**src/rtl/nvdata_pkg.sv**
```systemverilog
package nvdata_pkg;

    // Register select codes on the I/O bus.
    typedef enum logic [1:0] {
        SEL_ADDR_LO = 2'd0,
        SEL_ADDR_HI = 2'd1,
        SEL_DATA    = 2'd2,
        SEL_CTRL    = 2'd3
    } reg_sel_e;

    // Control register bit positions.
    localparam int CTL_RD   = 0;
    localparam int CTL_WR   = 1;
    localparam int CTL_ARM  = 2;
    localparam int CTL_BUSY = 3;

    // Decoded software request from one bus cycle.
    typedef struct packed {
        logic rd;
        logic wr;
        logic arm;
    } ctl_req_t;

    function automatic ctl_req_t decode_ctl(logic hit, logic [7:0] d);
        ctl_req_t r;
        r.rd  = hit & d[CTL_RD];
        r.wr  = hit & d[CTL_WR];
        r.arm = hit & d[CTL_ARM];
        return r;
    endfunction

    // Status byte as software sees it; strobe bits always read zero.
    function automatic logic [7:0] pack_status(logic armed, logic busy);
        logic [7:0] s;
        s = 8'h00;
        s[CTL_ARM]  = armed;
        s[CTL_BUSY] = busy;
        return s;
    endfunction

endpackage

```
**src/rtl/nvdata_regs.sv**
```systemverilog
module nvdata_regs
    import nvdata_pkg::*;
#(
    parameter int ADDR_W    = 9,
    parameter int GUARD_WIN = 4
) (
    input  logic              clk,
    input  logic              rst,
    input  logic              bus_sel,
    input  logic              bus_we,
    input  logic [1:0]        bus_addr,
    input  logic [7:0]        bus_wdata,
    input  logic              fill,
    input  logic [7:0]        fill_data,
    input  logic              wr_accept,
    input  logic              busy,
    output logic [ADDR_W-1:0] addr,
    output logic [7:0]        data,
    output logic              guard_armed,
    output ctl_req_t          req,
    output logic [7:0]        bus_rdata
);
    localparam int HI_W = ADDR_W - 8;
    localparam int GW   = $clog2(GUARD_WIN + 1);

    logic              wr_cyc;
    logic [ADDR_W-1:0] addr_q;
    logic [7:0]        data_q;
    logic [GW-1:0]     guard_cnt;

    assign wr_cyc = bus_sel & bus_we;
    assign req    = decode_ctl(wr_cyc && reg_sel_e'(bus_addr) == SEL_CTRL, bus_wdata);

    // Address holds no reset value by intent.
    always_ff @(posedge clk) begin
        if (wr_cyc && reg_sel_e'(bus_addr) == SEL_ADDR_LO)
            addr_q[7:0] <= bus_wdata;
        if (wr_cyc && reg_sel_e'(bus_addr) == SEL_ADDR_HI)
            addr_q[ADDR_W-1:8] <= bus_wdata[HI_W-1:0];
    end

    always_ff @(posedge clk) begin
        if (rst)
            data_q <= 8'h00;
        else if (fill)
            data_q <= fill_data;
        else if (wr_cyc && reg_sel_e'(bus_addr) == SEL_DATA)
            data_q <= bus_wdata;
    end

    always_ff @(posedge clk) begin
        if (rst)
            guard_cnt <= '0;
        else if (wr_accept)
            guard_cnt <= '0;
        else if (req.arm)
            guard_cnt <= GW'(GUARD_WIN);
        else if (guard_cnt != '0)
            guard_cnt <= guard_cnt - 1'b1;
    end

    assign addr        = addr_q;
    assign data        = data_q;
    assign guard_armed = (guard_cnt != '0);

    always_comb begin
        unique case (reg_sel_e'(bus_addr))
            SEL_ADDR_LO: bus_rdata = addr_q[7:0];
            SEL_ADDR_HI: bus_rdata = {{(8-HI_W){1'b0}}, addr_q[ADDR_W-1:8]};
            SEL_DATA:    bus_rdata = data_q;
            default:     bus_rdata = pack_status(guard_armed, busy);
        endcase
    end
endmodule

```
**src/rtl/nvdata_seq.sv**
```systemverilog
module nvdata_seq #(
    parameter int RD_HOLD   = 4,
    parameter int WR_HOLD   = 2,
    parameter int WR_CYCLES = 64
) (
    input  logic clk,
    input  logic rst,
    input  logic rd_req,
    input  logic wr_req,
    input  logic guard_armed,
    output logic rd_accept,
    output logic wr_accept,
    output logic fill,
    output logic commit,
    output logic hold,
    output logic busy
);
    localparam int MAX_HOLD = (RD_HOLD > WR_HOLD) ? RD_HOLD : WR_HOLD;
    localparam int HW       = $clog2(MAX_HOLD + 1);
    localparam int TW       = $clog2(WR_CYCLES + 1);

    logic [HW-1:0] hold_cnt;
    logic [TW-1:0] tmr;
    logic          fill_q;

    // Write strobe wins when both strobes arrive together.
    assign wr_accept = wr_req & guard_armed & ~busy;
    assign rd_accept = rd_req & ~wr_req & ~busy;

    always_ff @(posedge clk) begin
        if (rst)
            hold_cnt <= '0;
        else if (rd_accept)
            hold_cnt <= HW'(RD_HOLD);
        else if (wr_accept)
            hold_cnt <= HW'(WR_HOLD);
        else if (hold_cnt != '0)
            hold_cnt <= hold_cnt - 1'b1;
    end

    always_ff @(posedge clk) begin
        if (rst)
            tmr <= '0;
        else if (wr_accept)
            tmr <= TW'(WR_CYCLES);
        else if (tmr != '0)
            tmr <= tmr - 1'b1;
    end

    always_ff @(posedge clk) begin
        if (rst) fill_q <= 1'b0;
        else     fill_q <= rd_accept;
    end

    assign fill   = fill_q;
    assign hold   = (hold_cnt != '0);
    assign busy   = (tmr != '0);
    assign commit = (tmr == TW'(1));
endmodule

```
**src/rtl/nvdata_array.sv**
```systemverilog
module nvdata_array #(
    parameter int ADDR_W = 9
) (
    input  logic              clk,
    input  logic              rst,
    input  logic              rd_en,
    input  logic              capture,
    input  logic              commit,
    input  logic [ADDR_W-1:0] addr,
    input  logic [7:0]        wdata,
    output logic [7:0]        rdata
);
    localparam int DEPTH = 1 << ADDR_W;

    logic [7:0]        mem [DEPTH];
    logic [ADDR_W-1:0] pend_addr;
    logic [7:0]        pend_data;
    logic [7:0]        q;

    // Address and byte are frozen at acceptance for the whole busy period.
    always_ff @(posedge clk) begin
        if (capture) begin
            pend_addr <= addr;
            pend_data <= wdata;
        end
    end

    always_ff @(posedge clk) begin
        if (commit)
            mem[pend_addr] <= pend_data;
    end

    always_ff @(posedge clk) begin
        if (rst)
            q <= 8'h00;
        else if (rd_en)
            q <= mem[addr];
    end

    assign rdata = q;
endmodule

```
**src/rtl/nvdata_ctrl.sv**
```systemverilog
module nvdata_ctrl
    import nvdata_pkg::*;
#(
    parameter int ADDR_W    = 9,
    parameter int RD_HOLD   = 4,
    parameter int WR_HOLD   = 2,
    parameter int GUARD_WIN = 4,
    parameter int WR_CYCLES = 64
) (
    input  logic       clk,
    input  logic       rst,
    input  logic       bus_sel,
    input  logic       bus_we,
    input  logic [1:0] bus_addr,
    input  logic [7:0] bus_wdata,
    output logic [7:0] bus_rdata,
    output logic       cpu_hold
);
    ctl_req_t          req;
    logic [ADDR_W-1:0] addr;
    logic [7:0]        data;
    logic [7:0]        arr_q;
    logic              guard_armed;
    logic              rd_accept;
    logic              wr_accept;
    logic              fill;
    logic              commit;
    logic              busy;

    nvdata_regs #(.ADDR_W(ADDR_W), .GUARD_WIN(GUARD_WIN)) u_regs (
        .clk(clk), .rst(rst),
        .bus_sel(bus_sel), .bus_we(bus_we), .bus_addr(bus_addr), .bus_wdata(bus_wdata),
        .fill(fill), .fill_data(arr_q), .wr_accept(wr_accept), .busy(busy),
        .addr(addr), .data(data), .guard_armed(guard_armed), .req(req),
        .bus_rdata(bus_rdata)
    );

    nvdata_seq #(.RD_HOLD(RD_HOLD), .WR_HOLD(WR_HOLD), .WR_CYCLES(WR_CYCLES)) u_seq (
        .clk(clk), .rst(rst),
        .rd_req(req.rd), .wr_req(req.wr), .guard_armed(guard_armed),
        .rd_accept(rd_accept), .wr_accept(wr_accept), .fill(fill),
        .commit(commit), .hold(cpu_hold), .busy(busy)
    );

    nvdata_array #(.ADDR_W(ADDR_W)) u_array (
        .clk(clk), .rst(rst),
        .rd_en(rd_accept), .capture(wr_accept), .commit(commit),
        .addr(addr), .wdata(data), .rdata(arr_q)
    );
endmodule

```
**config.mk**
```make
export PLATFORM = sky130hd
export DESIGN_NAME = nvdata_ctrl
export DESIGN_NICKNAME = d
export VERILOG_FILES = /design/src/rtl/nvdata_pkg.sv /design/src/rtl/nvdata_regs.sv /design/src/rtl/nvdata_seq.sv /design/src/rtl/nvdata_array.sv /design/src/rtl/nvdata_ctrl.sv
export SDC_FILE = /design/constraint.sdc
export NUM_CORES = 2
export LEC_CHECK = 0
export ABC_AREA = 1
export BUFFER_PORTS_ARGS = -buffer_cell sky130_fd_sc_hd__buf_2
export CAP_MARGIN = 20
export CORE_MARGIN = 3
export CORE_UTILIZATION = 40
export CTS_CLUSTER_SIZE = 20
export DETAILED_ROUTE_END_ITERATION = 16
export GPL_ROUTABILITY_DRIVEN = 0
export MAX_ROUTING_LAYER = met4
export PLACE_DENSITY = 0.52
export SLEW_MARGIN = 20
export SYNTH_ARGS = -nofsm -noshare
export SYNTH_HDL_FRONTEND = slang
export SYNTH_SLANG_ARGS = --single-unit
export TNS_END_PERCENT = 30
```
**constraint.sdc**
```tcl
create_clock -name clk -period 11.8 [get_ports clk]
set_clock_uncertainty 0.05 [all_clocks]
set_input_delay 0.59 -clock clk [delete_from_list [all_inputs] [get_ports clk]]
set_output_delay 0.59 -clock clk [all_outputs]
set_load 0.05 [all_outputs]
```
==> results.toml <==
[floorplanning]
placement_rows = 237
die_w_um = 656
initial_utilization_pct = 40.3
fp.coreArea_um2 = 418000
ioPinCount = 23
die_h_um = 656
design.die.area_um2 = 430000

[sta]
setup_viol = 0
timing_worst_slew_pin_value_ns = 1.14
min_period_ns = 6.07
unrepaired_setup_endpoints_after_global_routing = "no"
setup_ws_ns = 5.73
fmaxAchievable_mhz = 165
finalSetupTns_ns = 0
layout_worst_path_cycle_share_pct = 51.5
maxSlewHeadroom_pct = 24.0
finalMaxSlewViolations = 0
finalHoldViolations = 0

[drt]
dr_drc_count = 0
first_pass_iters = 6
detail_route.wirelength_um = 504000
drt_first_iter_violations = 12600
wl_per_cell_um = 25.5
final_antenna_net_count = 0
detail_route.vias_per_cell = 5.49
route.vias.total = 108000

[hold_path]
timing.hold.worst.start = "bus_we"
worst_hold_path.num_cells = 3
worst_hold_path.endpoint = "u_regs.addr[8]$_DFFE_PP_"
class_of_the_tightest_hold_or_removal_check = "input port to register"

[global_routing]
grt_start_max_net_pins = 176
grt_pass1_vias = 102000
global_route.overflow_total = 0
grt.total_usage_pct = 23.4
grt_antenna_before_repair = 20
grt_pass1_wl_um = 732000

[finish]
final-seq-area_um2 = 124000
final.fill_count = 38300
nets = 13800
multiInputGateArea_um2 = 38900
layout-drive-gt1-share_pct = 5.87
syn_to_final_growth_pct = 10.3

[clock_tree]
post_cts.repair.setup_buffers = 0
tritoncts_num_sinks = 4152
cts_repair_resize_count = 0
number_of_buffers_created_by_cts = 440
clock_insertion_delay_worst_skew_ns = 0.99
post_cts_hold_buffer_count = 12
cts.path.max_buffers = 4
worst_setup_hold_path_clk_slew_ns = 0.06
tritoncts = "built"
ctsRootBufferMaster = "clkbuf_16"
h_tree_levels = 5

[pwr]
power.static_leakage_nw = 63.4
comb_power_share_pct = 3.4
p_sw_mw = 6.55
irDropWorstVdd_uv = 123
power.switching_fraction_pct = 21.5
part_of_the_total_power_dissipated_in_the_clock_network_pct = 43.9
internal_power_mw = 23.9
power_per_cell_area_nw_per_um2 = 163
p_seq_share_pct = 52.7

[critical_path]
critical_r2r_launch = "u_regs.addr[1]$_DFFE_PP_"
r2r_cells = 15
cpMostUsedCell = "nand3_1"
start_kind = "register"
worst-path-stages = 15
critical-path-top-delay-family = "buffers and inverters"
crit-reg2reg-capture = "u_array.rdata[3]$_SDFFE_PP0P_"
critPathCaptureType = "register"
worstPathMaxFanout = 71
cpPeakStageDelay_ns = 0.85
crit_buf_inv = 4
timing.critical_path.from = "u_regs.addr[1]$_DFFE_PP_"
critical_path.slowest_cell = "buf_4"
crit_chain = "buf_4, buf_4, buf_4, buf_4, nand3_1, nand3_1, nand3_1, nand3_1, nand3_1, nand3_1, nand3_1, nand2_1, nand2_1, nand3_1, nand2_1"
req_time_crit_path_ns = 12.62
crit_arrival_ns = 6.90
worst-setup-path-type = "register to register"
reg2reg_slack_ns = 5.73

[synth]
synth.ff_latch_count = 4152
synthesis.area_per_instance_um2 = 12.0
synth_fp_nets = 14100
synth_cell_types = 31
count_of_mapped_cells_out_of_synthesis = 14100
ys_seq_area_share_pct = 73.7
yosysWarningCount = 0
netlist_area_um2 = 169000

[place]
post-place-ws_ns = 5.78
dp_hpwl_um = 270000
port_buffers = 22

[job]
drv_cap = 0

[run_status]
result_of_the_run = "complete, no violations"
[power by group through the flow]
stage          clock network [mW]  logic [mW]  registers (mW)
2_1_floorplan                   0       0.634            16.4
3_3_place_gp                    0        1.02            16.3
3_5_place_dp                    0        1.02            16.3
4_1_cts                      13.6        1.03            16.0
5_1_grt                      14.1        1.11            16.0
6_report                     13.4        1.03            16.0
[cell families (layout without fill, tap and decap cells)]
| group | after synthesis | count (layout) | share of synthesized area (%) |
|---|---|---|---|
| adders and majority gates | 5 | 5 | 0.0371 |
| and+or+nand+nor | 8856 | 8856 | 22.7 |
| other | 0 | 4 | 0 |
| xor gates and xnor gates | 2 | 2 | 0.0104 |
| AOI/OAI and AO/OA | 45 | 45 | 0.150 |
| DFF | 4152 | 4152 | 73.7 |
| buffers and inverters | 1034 | 1070 | 3.36 |
[Yosys cell counts]
| library cell | instances | area (µm²) |
|---|---|---|
| inv_1 | 39 | 146 |
| nand2_1 | 4221 | 15800 |
| a21oi_1 | 23 | 115 |
| ha_1 | 5 | 62.6 |
| nor3_1 | 13 | 65.1 |
| nor4_2 | 1 | 12.5 |
| o31ai_1 | 2 | 15.0 |
| nor2_1 | 543 | 2040 |
| or2_2 | 1 | 6.26 |
| xnor2_1 | 2 | 17.5 |
| edfxtp_1 | 4122 | 124000 |
| buf_2 | 521 | 2610 |
| a2111oi_0 | 1 | 8.76 |
| a31oi_1 | 1 | 6.26 |
| buf_1 | 79 | 297 |
| buf_6 | 93 | 1050 |
| o21ai_0 | 13 | 65.1 |
| nor2_2 | 1 | 6.26 |
| buf_8 | 1 | 15.0 |
| inv_4 | 2 | 12.5 |
| a311oi_1 | 1 | 8.76 |
| nand3_1 | 4075 | 20400 |
| clkbuf_1 | 184 | 691 |
| buf_12 | 1 | 20.0 |
| clkinv_2 | 1 | 5.00 |
| nor4_1 | 1 | 6.26 |
| clkinv_1 | 4 | 15.0 |
| o221ai_1 | 3 | 26.3 |
| dfxtp_1 | 30 | 601 |
| o21a_1 | 1 | 7.51 |
| buf_4 | 109 | 818 |
[state kept, by name, summed over array words and instances, names as in the netlist]
register / flops
u_regs.data: 8
u_seq.tmr: 7
u_array.rdata: 8
u_array.pend_data: 8
u_regs.guard_cnt: 3
u_regs.addr: 9
u_array.mem: 4096
u_array.pend_addr: 9
u_seq.fill: 1
u_seq.hold_cnt: 3
[final cells by class]
type	instances	share of cell area, %
flip-flops and latches	4152	66.8
well taps	5616	3.77
repair buffers	229	1.10
multi-input cells	8908	20.9
clock buffers	547	6.22
clock inverters	248	1.09
diodes	4	0.00538
inverters	46	0.126
[placed cells by master (no fill, tap or decap), types with 2 or more instances in the layout]
cell           netlist  routed
nor3_2               0       3
inv_6                0      12
nand2_4              0      16
nor3_1              13      10
clkinv_1             4     120
edfxtp_1          4122    4122
nor2_1             543     540
clkinv_2             1      73
nor4_2               1       2
nor2_2               1       2
o31ai_1              2       2
buf_4              109     165
clkinv_8             0       4
a21oi_1             23      23
bufinv_16            0      32
clkbuf_16            0     448
buf_12               1      26
nor2_4               0       2
diode_2              0       4
buf_2              521      23
clkbuf_1           184      99
ha_1                 5       5
dfxtp_1             30      30
nand3_1           4075    4075
clkinvlp_4           0      10
o221ai_1             3       3
dlygate4sd3_1        0      12
inv_16               0       3
o21ai_0             13      13
nand2_1           4221    4205
inv_1               39      36
buf_8                1       3
xnor2_1              2       2
[metal layers]
metal	up-vias	global-route usage [%]	routed length, µm
li1	49600	-	-
met1	54200	33.5	224000
met2	3907	35.2	231000
met3	734	2.87	33800
met4	0	6.70	15900
met5	-	-	0
[tightest hold or removal path, delay by kind of cell]
family	cells	cell delay, ns
buffers and inverters	1	0.07
AND/OR/NAND/NOR	2	0.33
[how the worst max path moves through the flow]
stage                     slack [ns]                             to
after floorplan                 4.16    u_array.mem[0][0]$_DFFE_PP_
after global placement          5.74  u_array.rdata[3]$_SDFFE_PP0P_
after detailed placement        5.78  u_array.rdata[3]$_SDFFE_PP0P_
after CTS                       5.78  u_array.rdata[3]$_SDFFE_PP0P_
after global routing            5.49  u_array.rdata[3]$_SDFFE_PP0P_
final                           5.73  u_array.rdata[3]$_SDFFE_PP0P_
[through the flow]
stage / utilization, % / power [mW] / hold WS, ns / cells / area, µm²
final: 44.5 / 30.4 / 0.0940 / 19800 / 186000
after global routing: 44.5 / 31.3 / 0.0764 / 19700 / 186000
after CTS: 44.5 / 30.6 / 0.0230 / 19700 / 186000
after detailed placement: 41.2 / 17.4 / 0.397 / 18900 / 172000
after global placement: 41.2 / 17.4 / 0.395 / 18900 / 172000
after floorplan: - / 17.0 / 0.371 / 14100 / 169000
Note: power is estimated with default switching activity, not from simulation.
